### config.mk
export PLATFORM = sky130hd
export DESIGN_NAME = gpio_irq_top
export DESIGN_NICKNAME = d
export VERILOG_FILES = /design/src/rtl/gpio_irq_pkg.sv /design/src/rtl/gpio_irq_cfg.sv /design/src/rtl/gpio_irq_detect.sv /design/src/rtl/gpio_irq_top.sv
export SDC_FILE = /design/constraint.sdc
export NUM_CORES = 1
export LEC_CHECK = 0
export BUFFER_PORTS_ARGS = -buffer_cell sky130_fd_sc_hd__buf_2
export CORE_ASPECT_RATIO = 0.7
export CORE_UTILIZATION = 40
export DETAILED_ROUTE_END_ITERATION = 12
export PLACE_DENSITY = 0.61
export SKIP_LAST_GASP = 1
export SLEW_MARGIN = 0
export SYNTH_ARGS = -nofsm -noshare
export SYNTH_HDL_FRONTEND = slang
export SYNTH_SLANG_ARGS = --single-unit
### constraint.sdc
create_clock -name clk -period 4.3 [get_ports clk]
set_clock_uncertainty 0.2 [all_clocks]
set_input_delay 0.215 -clock clk [delete_from_list [all_inputs] [get_ports clk]]
set_output_delay 0.215 -clock clk [all_outputs]
set_load 0.05 [all_outputs]
### src/rtl/gpio_irq_pkg.sv
package gpio_irq_pkg;
  localparam int unsigned IDX_W = 3;

  typedef enum logic [IDX_W-1:0] {
    IDX_NONE   = 3'd0,
    IDX_KIND   = 3'd1,
    IDX_DUAL   = 3'd2,
    IDX_POL    = 3'd3,
    IDX_ENA    = 3'd4,
    IDX_RAW    = 3'd5,
    IDX_MASKED = 3'd6,
    IDX_CLEAR  = 3'd7
  } reg_idx_e;
endpackage

### src/rtl/gpio_irq_cfg.sv
module gpio_irq_cfg
  import gpio_irq_pkg::*;
#(
  parameter int unsigned PINS = 8
) (
  input  logic             clk,
  input  logic             rst,
  input  logic             wr_en,
  input  logic [IDX_W-1:0] wr_idx,
  input  logic [PINS-1:0]  wr_data,
  output logic [PINS-1:0]  kind_q,
  output logic [PINS-1:0]  dual_q,
  output logic [PINS-1:0]  pol_q,
  output logic [PINS-1:0]  ena_q
);
  localparam int unsigned NREG = 4;

  logic [NREG-1:0] sel;
  logic [PINS-1:0] regs_q [NREG];

  // one select line per writable configuration register
  always_comb begin
    sel = '0;
    if (wr_en) begin
      unique case (reg_idx_e'(wr_idx))
        IDX_KIND: sel[0] = 1'b1;
        IDX_DUAL: sel[1] = 1'b1;
        IDX_POL:  sel[2] = 1'b1;
        IDX_ENA:  sel[3] = 1'b1;
        default:  sel    = '0;
      endcase
    end
  end

  for (genvar r = 0; r < NREG; r++) begin : g_reg
    always_ff @(posedge clk) begin
      if (rst) begin
        regs_q[r] <= '0;
      end else if (sel[r]) begin
        regs_q[r] <= wr_data;
      end
    end
  end

  assign kind_q = regs_q[0];
  assign dual_q = regs_q[1];
  assign pol_q  = regs_q[2];
  assign ena_q  = regs_q[3];
endmodule

### src/rtl/gpio_irq_detect.sv
module gpio_irq_detect #(
  parameter int unsigned PINS = 8
) (
  input  logic            clk,
  input  logic            rst,
  input  logic [PINS-1:0] pin_in,
  input  logic [PINS-1:0] kind,
  input  logic [PINS-1:0] dual,
  input  logic [PINS-1:0] pol,
  input  logic [PINS-1:0] clr,
  output logic [PINS-1:0] pin_prev,
  output logic [PINS-1:0] raw_q
);
  logic [PINS-1:0] rise;
  logic [PINS-1:0] fall;
  logic [PINS-1:0] hit;
  logic [PINS-1:0] lvl;

  always_ff @(posedge clk) begin
    if (rst) begin
      pin_prev <= '0;
    end else begin
      pin_prev <= pin_in;
    end
  end

  for (genvar i = 0; i < PINS; i++) begin : g_pin
    always_comb begin
      rise[i] = pin_in[i] & ~pin_prev[i];
      fall[i] = ~pin_in[i] & pin_prev[i];
      if (dual[i]) begin
        hit[i] = rise[i] | fall[i];
      end else if (pol[i]) begin
        hit[i] = rise[i];
      end else begin
        hit[i] = fall[i];
      end
      lvl[i] = ~(pin_in[i] ^ pol[i]);
    end

    // level pins track the pin; edge pins latch, with a new edge beating a clear
    always_ff @(posedge clk) begin
      if (rst) begin
        raw_q[i] <= 1'b0;
      end else if (kind[i]) begin
        raw_q[i] <= lvl[i];
      end else if (hit[i]) begin
        raw_q[i] <= 1'b1;
      end else if (clr[i]) begin
        raw_q[i] <= 1'b0;
      end
    end
  end
endmodule

### src/rtl/gpio_irq_top.sv
module gpio_irq_top
  import gpio_irq_pkg::*;
#(
  parameter int unsigned PINS = 8
) (
  input  logic             clk,
  input  logic             rst,
  input  logic [PINS-1:0]  pin_in,
  input  logic             wr_en,
  input  logic [IDX_W-1:0] wr_idx,
  input  logic [PINS-1:0]  wr_data,
  input  logic [IDX_W-1:0] rd_idx,
  output logic [PINS-1:0]  rd_data,
  output logic             irq
);
  logic [PINS-1:0] kind_q;
  logic [PINS-1:0] dual_q;
  logic [PINS-1:0] pol_q;
  logic [PINS-1:0] ena_q;
  logic [PINS-1:0] raw_q;
  logic [PINS-1:0] masked;
  logic [PINS-1:0] clr;
  logic [PINS-1:0] pin_prev;
  logic [PINS-1:0] rd_next;

  gpio_irq_cfg #(.PINS(PINS)) u_cfg (
    .clk     (clk),
    .rst     (rst),
    .wr_en   (wr_en),
    .wr_idx  (wr_idx),
    .wr_data (wr_data),
    .kind_q  (kind_q),
    .dual_q  (dual_q),
    .pol_q   (pol_q),
    .ena_q   (ena_q)
  );

  assign clr = (wr_en && reg_idx_e'(wr_idx) == IDX_CLEAR) ? wr_data : '0;

  gpio_irq_detect #(.PINS(PINS)) u_det (
    .clk      (clk),
    .rst      (rst),
    .pin_in   (pin_in),
    .kind     (kind_q),
    .dual     (dual_q),
    .pol      (pol_q),
    .clr      (clr),
    .pin_prev (pin_prev),
    .raw_q    (raw_q)
  );

  assign masked = raw_q & ena_q;

  always_comb begin
    unique case (reg_idx_e'(rd_idx))
      IDX_KIND:   rd_next = kind_q;
      IDX_DUAL:   rd_next = dual_q;
      IDX_POL:    rd_next = pol_q;
      IDX_ENA:    rd_next = ena_q;
      IDX_RAW:    rd_next = raw_q;
      IDX_MASKED: rd_next = masked;
      default:    rd_next = '0;
    endcase
  end

  always_ff @(posedge clk) begin
    if (rst) begin
      rd_data <= '0;
      irq     <= 1'b0;
    end else begin
      rd_data <= rd_next;
      irq     <= |masked;
    end
  end
endmodule

==> out/qor.json <==
{
  "run_status": {"value": "finished clean"},
  "cts.path.max_buffers": {"value": 2},
  "setup.worst_path.end_class": {"value": "flip-flop"},
  "post_synth_num_cell_types": {"value": 47},
  "ctsRootBufferMaster": {"value": "clkbuf_8"},
  "detail_route.iter0.violations": {"value": 108},
  "rows": {"value": 26},
  "via_per_inst": {"value": 5.16},
  "synth_flop_cell": {"value": "edfxtp_1"},
  "setup.reg_to_reg.worst_slack": {"value": 2900, "unit": "ps"},
  "setup-violations-final": {"value": 0},
  "clkLatencyLatePin": {"value": 330, "unit": "ps"},
  "starting_density": {"value": 0.416},
  "worst_setup_path_endpoint": {"value": "u_det.raw_q[3]$_SDFFE_PP0P_"},
  "total_leakage_power": {"value": 1.49, "unit": "nW"},
  "die_h": {"value": 75.2, "unit": "um"},
  "power.density": {"value": 360, "unit": "nW/um^2"},
  "firstDrtPassIters": {"value": 4},
  "cp_data_arrival_time": {"value": 1570, "unit": "ps"},
  "cp_max_fo": {"value": 3},
  "timing.final.hold_violations": {"value": 0},
  "critical_path_required": {"value": 4320, "unit": "ps"},
  "grt_setup_unrepaired": {"value": "false"},
  "num-fill-cells": {"value": 700},
  "gp_routability_congestion": {"value": 0.745},
  "cts_tree": {"value": "yes"},
  "finalNetCount": {"value": 359},
  "routed_wirelength": {"value": 6820, "unit": "um"},
  "globalRoute.totalOverflow": {"value": 0},
  "reg2regPathDepth": {"value": 3},
  "synthDominantAreaCellType": {"value": "edfxtp_1"},
  "syn-num-nets": {"value": 314},
  "setup_repair_bufs_after_cts": {"value": 0},
  "dieWidth": {"value": 107, "unit": "um"},
  "cts_made_buffers": {"value": 9},
  "port_buffers": {"value": 33},
  "grt_start_max_net_pins": {"value": 30},
  "vdd_ir_drop_max": {"value": 191, "unit": "uV"},
  "via_count": {"value": 2171},
  "share_of_the_synthesized_area_in_the_top_cell_type": {"value": 0.314},
  "crit_path_kind": {"value": "input pin to flip-flop"},
  "slew-limit-headroom": {"value": 0.456},
  "area_delta_synth_final": {"value": 16.7, "unit": "%"},
  "min_period_over_period": {"value": 0.360},
  "synth_area_leaders": {"value": "edfxtp_1 31%, dfxtp_1 16%, and2_1 6.5%"},
  "placeableCoreArea": {"value": 7350, "unit": "sq um"},
  "finalPower": {"value": 1.29, "unit": "mW"},
  "worst_pin_slew": {"value": 809, "unit": "ps"},
  "first_pass_grt_wire_length": {"value": 11200, "unit": "um"},
  "post_syn_area": {"value": 3060, "unit": "sq um"},
  "syn-mean-instance-area": {"value": 11.2, "unit": "sq um"},
  "synth_sequential_area_ratio": {"value": 0.478},
  "timing.fmax": {"value": 0.645, "unit": "GHz"},
  "route.antenna.remaining_nets": {"value": 0},
  "die_area": {"value": 8000, "unit": "sq um"},
  "yosysWarnings": {"value": 0},
  "setup_total_negative_slack": {"value": 0, "unit": "ps"},
  "number_of_global_route_vias_before_repair": {"value": 2082},
  "dpl.hpwl": {"value": 4800, "unit": "um"},
  "finalMaxSlewViolations": {"value": 0},
  "cts_sinks": {"value": 57},
  "ffs_w_async_s_r_synth": {"value": 0},
  "final_layout_size_suffix_gt1_frac": {"value": 0.211},
  "synth_edf_count": {"value": 32},
  "boundaryPins": {"value": 34},
  "post_cts.resized_instances": {"value": 0},
  "clkTransAtPathRegs": {"value": 60, "unit": "ps"},
  "h-tree-depth": {"value": 3},
  "timing.max_cap.violations": {"value": 0},
  "hold_buffers": {"value": 8},
  "wl_per_cell": {"value": 16.2, "unit": "um"},
  "postSynthRegisterBits": {"value": 57},
  "synthCells": {"value": 273},
  "grt_use_total": {"value": 0.193},
  "worst_r2r_startpoint": {"value": "u_cfg.regs_q[3][6]$_SDFFCE_PN0P_"},
  "worst_hold_check_path_type": {"value": "input pin to flip-flop"},
  "post-route-drc-count": {"value": 0},
  "antenna-diode-count": {"value": 0},
  "worstSetupStartpointType": {"value": "input pin"},
  "r2r-end": {"value": "irq$_SDFF_PP0_"},
  "setup.worst_path.start": {"value": "pin_in[3]"},
  "grt_antenna_before_repair": {"value": 0},
  "final_period_minus_worst_setup_slack": {"value": 1550, "unit": "ps"}
}
## cell usage in the layout (no fill, tap or decap), types with 6 or more instances in the layout
master,n
nand2b_1,7
o31a_1,8
mux2i_1,16
inv_1,18
nand3_1,6
edfxtp_1,32
and2_1,32
dfxtp_1,25
buf_2,33
clkbuf_8,12
dlygate4sd3_1,8
a21oi_1,15
mux2_2,9
ha_1,16
a211oi_1,6
a21boi_0,7
xor2_1,8
nor2_1,8
## registers in the layout (all words and copies together) (netlist names)
signal and flops:
u_cfg.regs_q 32, u_det.pin_prev 8, rd_data 8, u_det.raw_q 8
irq 1
## report_power, final
part,switching [mW],internal [mW],total [mW]
clock,0.203,0.253,0.456
sequential,0.0329,0.616,0.649
combinational,0.103,0.0776,0.181
total,0.339,0.947,1.29
## kinds of logic after synthesis
logic type	Yosys count	share of synthesized area
AOI/OAI and AO/OA	61	0.142
xor gates and xnor gates	8	0.0229
adders and majority gates	16	0.0655
buffers and inverters	29	0.0454
DFF	57	0.478
muxes	25	0.0855
and+or+nand+nor	77	0.161
## cell type report
class / instances / area, sq um / share of cell area
tap: 98 / 123 / 0.0344
inverter: 18 / 67.6 / 0.0189
multi-input combinational: 187 / 1460 / 0.408
clock inverter: 3 / 15.0 / 0.00421
clock buffer: 13 / 169 / 0.0473
sequential: 57 / 1460 / 0.410
timing repair buffer: 45 / 275 / 0.0771
## metal layers
metal / vias up / GRT usage / routed length [um]
met5: - / 0 / 0
met4: 0 / 0.0776 / 110
met3: 12 / 0.0519 / 387
met2: 56 / 0.298 / 2880
met1: 1021 / 0.261 / 3440
li1: 1082 / - / -
## worst min path at each step
stage | to | start | depth (start not counted)
finish | u_cfg.regs_q[2][0]$_SDFFCE_PN0P_ | wr_data[0] | 2
global route | u_cfg.regs_q[0][0]$_SDFFCE_PN0P_ | wr_data[0] | 2
CTS | u_cfg.regs_q[3][0]$_SDFFCE_PN0P_ | wr_data[0] | 2
detailed placement | u_det.pin_prev[4]$_SDFF_PP0_ | pin_in[4] | 3
global placement | u_det.pin_prev[3]$_SDFF_PP0_ | pin_in[3] | 3
floorplan | u_det.pin_prev[2]$_SDFF_PP0_ | pin_in[2] | 2
## worst max-delay path: stages
cell and delay [ps]:
dlygate4sd3_1 520, buf_2 130, inv_1 60, ha_1 190, mux2i_1 130, mux2i_1 90, o31a_1 240
## cells in the mapped netlist, types with 2 or more instances
cell type,count
nor3_2,2
nand3_1,6
nor2b_1,2
buf_6,2
nand3b_1,2
o21ai_0,3
a22oi_1,2
a31oi_1,2
and2_1,32
a21o_1,5
and4b_1,2
a311oi_1,2
nor2_1,8
and3b_1,2
mux2i_1,16
edfxtp_1,32
nand2b_1,7
a221oi_1,5
inv_1,18
nand2_1,5
buf_4,2
xor2_1,8
dfxtp_1,25
o31a_1,8
a211oi_1,6
a21oi_1,15
mux2_2,9
buf_2,5
ha_1,16
a21boi_0,7
## metrics by stage
| stage | util | hold slack, ps | instance area, sq um | worst slack [ps] | std cells |
|---|---|---|---|---|---|
| 2_1_floorplan | - | 144 | 3060 | 2710 | 273 |
| 3_3_place_gp | 0.449 | 287 | 3300 | 2530 | 397 |
| 3_5_place_dp | 0.449 | 294 | 3300 | 2510 | 397 |
| 4_1_cts | 0.485 | 3.98 | 3570 | 2750 | 421 |
| 5_1_grt | 0.485 | 24.0 | 3570 | 2670 | 421 |
| 6_report | 0.485 | 13.1 | 3570 | 2750 | 421 |
Note: power is estimated with default switching activity, not from simulation.
